<file path="src/rtl/pow_pkg.sv">
package pow_pkg;
  typedef enum logic [2:0] {
    PC_ITER  = 3'd0,
    PC_ONE   = 3'd1,
    PC_ZERO  = 3'd2,
    PC_MONE  = 3'd3,
    PC_UNDEF = 3'd4
  } pow_case_e;
endpackage

</file>
<file path="src/rtl/pow_classify.sv">
module pow_classify
  import pow_pkg::*;
#(
  parameter int BASE_W = 16,
  parameter int EXP_W  = 8,
  parameter int RES_W  = 32
) (
  input  logic [BASE_W-1:0] base_i,
  input  logic [EXP_W-1:0]  exp_i,
  input  logic              signed_mode_i,
  output pow_case_e         case_o,
  output logic [RES_W-1:0]  spec_res_o,
  output logic              spec_undef_o,
  output logic [RES_W-1:0]  base_ext_o
);
  localparam logic [RES_W-1:0] ONE_R = RES_W'(1);

  logic exp_zero, exp_neg, base_zero, base_one, base_mone;

  // widen base to result width: sign or zero extension
  generate
    if (RES_W > BASE_W) begin : g_ext
      assign base_ext_o = {{(RES_W-BASE_W){signed_mode_i & base_i[BASE_W-1]}}, base_i};
    end else if (RES_W == BASE_W) begin : g_same
      assign base_ext_o = base_i;
    end else begin : g_trunc
      assign base_ext_o = base_i[RES_W-1:0];
    end
  endgenerate

  always_comb begin
    exp_zero  = (exp_i == '0);
    exp_neg   = signed_mode_i & exp_i[EXP_W-1];
    base_zero = (base_i == '0);
    base_one  = (base_i == BASE_W'(1));
    base_mone = signed_mode_i & (&base_i);
    // priority order matters: exponent zero wins over base zero
    if (exp_zero)       case_o = PC_ONE;
    else if (base_zero) case_o = exp_neg ? PC_UNDEF : PC_ZERO;
    else if (base_one)  case_o = PC_ONE;
    else if (base_mone) case_o = PC_MONE;
    else if (exp_neg)   case_o = PC_ZERO;
    else                case_o = PC_ITER;

    spec_undef_o = 1'b0;
    unique case (case_o)
      PC_ONE:   spec_res_o = ONE_R;
      PC_MONE:  spec_res_o = exp_i[0] ? '1 : ONE_R;
      PC_UNDEF: begin spec_res_o = '0; spec_undef_o = 1'b1; end
      default:  spec_res_o = '0;
    endcase
  end
endmodule

</file>
<file path="src/rtl/pow_step.sv">
module pow_step #(
  parameter int EXP_W = 8,
  parameter int RES_W = 32
) (
  input  logic [RES_W-1:0] acc_i,
  input  logic [RES_W-1:0] sq_i,
  input  logic [EXP_W-1:0] e_i,
  output logic [RES_W-1:0] acc_o,
  output logic [RES_W-1:0] sq_o,
  output logic [EXP_W-1:0] e_o,
  output logic             last_o
);
  logic [RES_W-1:0] prod_acc;
  logic [RES_W-1:0] prod_sq;

  always_comb begin
    prod_acc = acc_i * sq_i;
    prod_sq  = sq_i * sq_i;
    acc_o    = e_i[0] ? prod_acc : acc_i;
    sq_o     = prod_sq;
    e_o      = e_i >> 1;
    last_o   = (e_o == '0);
  end
endmodule

</file>
<file path="src/rtl/int_pow_unit.sv">
module int_pow_unit
  import pow_pkg::*;
#(
  parameter int BASE_W = 16,
  parameter int EXP_W  = 8,
  parameter int RES_W  = 32
) (
  input  logic              clk,
  input  logic              rst_n,
  input  logic              start_i,
  input  logic              signed_mode_i,
  input  logic [BASE_W-1:0] base_i,
  input  logic [EXP_W-1:0]  exp_i,
  output logic              busy_o,
  output logic              done_o,
  output logic [RES_W-1:0]  result_o,
  output logic              undef_o
);
  localparam logic [RES_W-1:0] ONE_R = RES_W'(1);

  pow_case_e        cls;
  logic [RES_W-1:0] spec_res, base_ext;
  logic             spec_undef;

  logic             busy_q, busy_d, done_q, done_d, undef_q, undef_d;
  logic [RES_W-1:0] res_q, res_d, acc_q, acc_d, sq_q, sq_d;
  logic [EXP_W-1:0] e_q, e_d;
  logic             op_en, out_en;

  logic [RES_W-1:0] st_acc, st_sq;
  logic [EXP_W-1:0] st_e;
  logic             st_last;

  pow_classify #(.BASE_W(BASE_W), .EXP_W(EXP_W), .RES_W(RES_W)) u_cls (
    .base_i(base_i), .exp_i(exp_i), .signed_mode_i(signed_mode_i),
    .case_o(cls), .spec_res_o(spec_res), .spec_undef_o(spec_undef),
    .base_ext_o(base_ext)
  );

  pow_step #(.EXP_W(EXP_W), .RES_W(RES_W)) u_step (
    .acc_i(acc_q), .sq_i(sq_q), .e_i(e_q),
    .acc_o(st_acc), .sq_o(st_sq), .e_o(st_e), .last_o(st_last)
  );

  // next-state logic
  always_comb begin
    busy_d = busy_q;
    done_d = 1'b0;
    undef_d = undef_q;
    res_d  = res_q;
    acc_d  = acc_q;
    sq_d   = sq_q;
    e_d    = e_q;
    op_en  = 1'b0;
    out_en = 1'b0;
    if (!busy_q) begin
      if (start_i) begin
        if (cls == PC_ITER) begin
          busy_d = 1'b1;
          acc_d  = ONE_R;
          sq_d   = base_ext;
          e_d    = exp_i;
          op_en  = 1'b1;
        end else begin
          done_d  = 1'b1;
          res_d   = spec_res;
          undef_d = spec_undef;
          out_en  = 1'b1;
        end
      end
    end else begin
      acc_d = st_acc;
      sq_d  = st_sq;
      e_d   = st_e;
      op_en = 1'b1;
      if (st_last) begin
        busy_d  = 1'b0;
        done_d  = 1'b1;
        res_d   = st_acc;
        undef_d = 1'b0;
        out_en  = 1'b1;
      end
    end
  end

  // registers
  always_ff @(posedge clk or negedge rst_n) begin
    if (!rst_n) begin
      busy_q  <= 1'b0;
      done_q  <= 1'b0;
      undef_q <= 1'b0;
      res_q   <= '0;
      acc_q   <= '0;
      sq_q    <= '0;
      e_q     <= '0;
    end else begin
      busy_q <= busy_d;
      done_q <= done_d;
      if (out_en) begin
        res_q   <= res_d;
        undef_q <= undef_d;
      end
      if (op_en) begin
        acc_q <= acc_d;
        sq_q  <= sq_d;
        e_q   <= e_d;
      end
    end
  end

  assign busy_o   = busy_q;
  assign done_o   = done_q;
  assign result_o = res_q;
  assign undef_o  = undef_q;


  done_pulse_chk: assert property (@(posedge clk) disable iff (!rst_n)
    done_o |=> !done_o);


  hold_when_idle_chk: assert property (@(posedge clk) disable iff (!rst_n)
    (!busy_o && !start_i) |=> ($stable(result_o) && $stable(undef_o)));


  zero_exp_one_chk: assert property (@(posedge clk) disable iff (!rst_n)
    (start_i && !busy_o && exp_i == '0) |=> (done_o && result_o == ONE_R && !undef_o && !busy_o));


  undef_zero_res_chk: assert property (@(posedge clk) disable iff (!rst_n)
    undef_o |-> (result_o == '0));


  busy_from_start_chk: assert property (@(posedge clk) disable iff (!rst_n)
    $rose(busy_o) |-> $past(start_i));


  busy_done_fall_chk: assert property (@(posedge clk) disable iff (!rst_n)
    $fell(busy_o) |-> done_o);
endmodule

</file>
<file path="config.mk">
export PLATFORM = sky130hd
export DESIGN_NAME = int_pow_unit
export DESIGN_NICKNAME = d
export VERILOG_FILES = /design/src/rtl/pow_pkg.sv /design/src/rtl/pow_classify.sv /design/src/rtl/pow_step.sv /design/src/rtl/int_pow_unit.sv
export SDC_FILE = /design/constraint.sdc
export NUM_CORES = 2
export LEC_CHECK = 0
export BUFFER_PORTS_ARGS = -buffer_cell sky130_fd_sc_hd__buf_2
export CAP_MARGIN = 25
export CORE_UTILIZATION = 59
export CTS_CLUSTER_DIAMETER = 200
export CTS_CLUSTER_SIZE = 28
export DETAILED_ROUTE_END_ITERATION = 8
export GPL_TIMING_DRIVEN = 1
export PLACE_DENSITY_LB_ADDON = 0.15
export RECOVER_POWER = 100
export SYNTH_ARGS = -nofsm -noshare
export SYNTH_HDL_FRONTEND = slang
export SYNTH_SLANG_ARGS = --single-unit
</file>
<file path="constraint.sdc">
create_clock -name clk -period 8.7 [get_ports clk]
set_input_delay 0.435 -clock clk [delete_from_list [all_inputs] [get_ports clk]]
set_output_delay 0.435 -clock clk [all_outputs]
set_load 0.1 [all_outputs]
</file>
Word-level counts from Yosys, hierarchy flattened --
Cells that the tools add are included.
Word-level totals: flip-flop bits (word level) 107, word-level logic and storage cells 63
Operators by class: equality and inequality tests 6, reductions and logical operators 9, multipliers 2, bitwise logic cells 3, mux-type cells 36
Operator list (number):
- 32-bit two-way mux | 12
- 32-bit by 32-bit multiplier with 32-bit output | 2
- 32-bit one-hot mux with 2 select lines | 1
- 8-bit two-way mux | 3
- 16-bit by 1-bit == test with 1-bit output (second input constant) | 1
- 16-bit zero test | 1
- 8-bit zero test | 2
- 16-bit AND reduction | 1
- 3-bit two-way mux | 5
- 1-bit two-way mux | 14
- 4-bit AND reduction | 1
- 2-bit nonzero test | 2
- 1-bit AND | 3
- 3-bit by 1-bit == test with 1-bit output (second input constant) | 1
- 3-bit by 2-bit == test with 1-bit output (second input constant) | 1
- 3-bit == test (second input constant) | 1
- 3-bit zero test | 1
- 3-bit AND reduction | 1
- 2-bit two-way mux | 1
- 2-bit by 1-bit inequality test with 1-bit output (second input constant) | 1
- 2-bit inequality test (second input constant) | 1

Depth between registers and ports, before layout --
word-level depth 11, mapped depth 28

Cells and area by module --
From an unflattened synthesis, not the netlist that was laid out.
Unflattened totals: cell total of the unflattened synthesis 3620, area, all modules 35021.1 sq um
Modules (own cells, without submodules):
- pow_step | cells an instance 3214, seq. area each 0.0 sq um, area an instance 29463.3 sq um, instances 1
- int_pow_unit | cells an instance 318, seq. area each 2677.6 sq um, area an instance 4947.2 sq um, instances 1
- pow_classify | cells an instance 88, seq. area each 0.0 sq um, area an instance 610.6 sq um, instances 1

Worst setup path after synthesis --
No wires, ideal clock.
kind reg-to-reg, start point register sq_q[2], end point register sq_q[30], slack 1571 ps, data required time 8563 ps, library setup time 137 ps, arrival 6992 ps, clock period less this slack 7129 ps, path buffers 3, cell stages (with the launch flop) 26, cells stage by stage dfrtp_1 -> clkbuf_1 -> clkbuf_1 -> clkbuf_1 -> nand2_1 -> fa_1 -> fa_1 -> inv_1 -> fa_1 -> inv_1 -> fa_1 -> inv_1 -> fa_1 -> fa_1 -> fa_1 -> fa_1 -> ha_1 -> a21o_1 -> a21o_1 -> a21oi_1 -> o21ai_0 -> o31ai_1 -> nor2_1 -> a311oi_2 -> xnor2_1 -> a21oi_1
On the way: longest elaborated chain between the ends 2
Ends and longest elaborated chain:
- start: declaration | line int_pow_unit.sv:26 | logic [RES_W-1:0] res_q, res_d, acc_q, acc_d, sq_q, sq_d;
- start signal: assignment | line int_pow_unit.sv:105 | sq_q <= sq_d;
- 32-bit by 32-bit multiplier with 32-bit output | line pow_step.sv:18 | prod_sq = sq_i * sq_i;
- 32-bit two-way mux | line int_pow_unit.sv:56 | if (!busy_q) begin
Every way passes these cells. A chain may end at the register's enable or synchronous reset.

Worst setup path in the final report --
start point register sq_q[2], end point register sq_q[31]
Same word-level chain as after synthesis.

==> impl_metrics.tcl <==
set metrics [dict create \
    gr-max-usage-layer "met2" \
    violations "capacitance limit, slew limit" \
    final_nets 4584 \
    tightest_slew_ns 3.942 \
    diodes 0 \
    hold_class "input port to flop" \
    cp_slowest_cell "dfrtp_2" \
    detail_route.iter0.violations 1347 \
    grt_antenna_before_repair 1 \
    final_cells 4294 \
    vias_per_cell 5.553 \
    max-slew-margin-rel_pct -162.8 \
    crit_required_ns 8.80 \
    dp_cells 4276 \
    yosys_warnings 0 \
    use_met1_pct 41.70 \
    areaGrowthSynthToFinish_pct 3.637 \
    yosysUniqueCellTypes 67 \
    cts_setup_buffers 0 \
    cp.arrival_ns 8.08 \
    grt_pass1_wl_microns 142600 \
    critPathBufInv 6 \
    die_w_microns 240.4 \
    grt_setup_unrepaired "no" \
    dieArea_sq_um 57810 \
    num_rows 87 \
    placed_area_sq_um 34510 \
    startpoint_type "flop" \
    critPathTopFamily "adder cells" \
    cp_max_fo 47 \
    cts_tree "yes" \
    final_max_slew_viol_count 231 \
    ys.flop_type "dfrtp_1" \
    dp_hpwl_microns 70180 \
    skew_ns 0.01654 \
    setup_violations 0 \
    clk_latency_ns 0.38 \
    coreArea_sq_um 56280 \
    crit_type "flop to flop" \
    grt_max_degree 84 \
    crit_top_cell "fa_1" \
    clk_pin_slew_ns 0.09 \
    cts_buffers 9 \
    grt_pass1_vias 26630 \
    synth_nets 4645 \
    min_period_over_period_pct 91.73 \
    finalHoldViolations 0 \
    drtAntennaViolNets 0 \
    netlist_instances 3594 \
    clock_sinks 107 \
    min_period_ns 7.981 \
    fmax_ghz 0.1253 \
    wirelength_microns 85130 \
    io_pins 63 \
    tns_ns 0 \
    gp_congestion 0.9490 \
    grt_util_all_layers_pct 32.01 \
    drc_errors 0 \
    root_buffer "clkbuf_16" \
    grtUsageMet3_pct 3.559 \
    vias 23850 \
    die_h_microns 240.4 \
    use_met2_pct 55.39 \
    synthArstFlopShare_pct 100.0 \
    crit_chain "buf_4, nand2_1, inv_1, fa_1, fa_1, fa_1, inv_1, fa_1, inv_1, ha_1, ha_1, inv_1, fa_1, fa_1, inv_1, ha_1, a2111oi_0, o21ai_0, a311oi_2, nor3b_2, a221oi_2, o41ai_2, xnor2_1, a21oi_1" \
    cts_resized 0 \
    cts_buffer_depth 2 \
    crit_path_end_kind "flop" \
    status "finished with violations" \
    slowest_delay_ns 1.06 \
    syn_area_sq_um 33540 \
    n_fill_cell 4843 \
    wl_per_cell_microns 19.83 \
    drt_first_pass_iters 9 \
    start_util_pct 59.60 \
    maxCapViolCount 4 \
    htreeDepth 3 \
    cts_hold_buf 0 \
    stdcell_area_sq_um 34760 \
    synth-edff-count 0 \
    ys_seq_elements 107 \
    port_buffers 62 \
    ys_seq_area_share_pct 7.983 \
    drive_gt1_share_pct 3.250 \
    synth.avg_cell_area_sq_um 9.332 \
    grt_remaining_overflow 0 \
]
-- cell usage in the layout (no fill, tap or decap), drive strengths merged, types with 71 or more instances in the layout --
cell,n
nand2,430
ha,248
and2,437
a21oi,95
buf,72
nor2,71
fa,775
xnor2,100
inv,813
dfrtp,107
-- per-stage QoR --
stage	util, %	hold slack [ns]	setup slack (ns)
2_1_floorplan	-	0.1394	1.571
3_3_place_gp	61.27	0.4249	1.141
3_5_place_dp	61.32	0.4376	0.9712
4_1_cts	61.83	0.02895	0.9503
5_1_grt	61.77	0.3289	0.3380
6_report	61.77	0.3243	0.7193
-- flip-flops by register name (all words and copies together) (netlist names) --
signal,flops
acc_q,32
busy_o,1
done_o,1
e_q,8
result_o,32
sq_q,32
undef_o,1
-- area by class of cell --
cell class / instances / area, sq um / share of cell area, %
clock buffer: 10 / 229.0 / 0.6587
tap: 756 / 945.9 / 2.721
multi-input combinational: 2489 / 27070 / 77.89
clock inverter: 6 / 60.06 / 0.1728
timing repair buffer: 115 / 721.9 / 2.077
sequential: 107 / 2685 / 7.724
inverter: 811 / 3044 / 8.757
-- logic make-up after synthesis --
| kind of cell | Yosys count | synth area share [%] |
|---|---|---|
| adders and majority gates | 1023 | 55.51 |
| DFF | 107 | 7.983 |
| muxes | 38 | 1.168 |
| xor gates and xnor gates | 131 | 3.462 |
| AOI/OAI and AO/OA | 291 | 5.603 |
| buffers and inverters | 998 | 11.25 |
| and+or+nand+nor | 1006 | 15.03 |
-- Yosys cell counts, types with 7 or more instances --
master / count / area [sq um]
a211oi_1: 15 / 112.6
a21o_1: 41 / 307.8
a21oi_1: 93 / 465.5
a31oi_1: 11 / 68.82
and2_1: 436 / 2728
buf_2: 14 / 70.07
clkbuf_1: 169 / 634.4
dfrtp_1: 107 / 2678
fa_1: 775 / 15510
ha_1: 248 / 3103
inv_1: 811 / 3044
mux2_2: 9 / 101.4
mux2i_1: 29 / 290.3
nand2_1: 428 / 1607
nand2b_1: 8 / 50.05
nand3_1: 8 / 40.04
nand4_1: 11 / 68.82
nor2_1: 71 / 266.5
nor2b_1: 7 / 43.79
nor3_1: 11 / 55.05
nor4_1: 7 / 43.79
o21a_1: 9 / 67.56
o21ai_0: 55 / 275.3
o22a_1: 11 / 96.34
xnor2_1: 100 / 875.8
xor2_1: 30 / 262.8
-- worst min-delay path: cells and delay by family --
kind | cells | cell delay [ns]
compound gates | 1 | 0.05
buf+inv | 1 | 0.13
simple gates | 1 | 0.06
-- worst paths after layout --
| check | end | startpoint | slack, ns | cells after the start |
|---|---|---|---|---|
| setup / recovery | sq_q[31] | sq_q[2] | 0.72 | 24 |
| hold / removal | e_q[7] | exp_i[7] | 0.32 | 3 |
| setup reg to reg | sq_q[31] | sq_q[2] | 0.72 | 24 |
| hold reg to reg | result_o[20] | result_o[20] | 0.50 | 1 |
| max in group asynchronous | sq_q[2] | rst_n | 3.11 | 2 |
| min in group asynchronous | result_o[29] | rst_n | 0.66 | 1 |
-- metal layers --
layer,vias to the layer above,wire [microns]
li1,10480,-
met3,187,4368
met2,748,43410
met5,-,0
met1,12440,33920
met4,0,3435
Power is not shown: default switching activity piles up to over one toggle a cycle in this logic, so the estimate is an artifact.
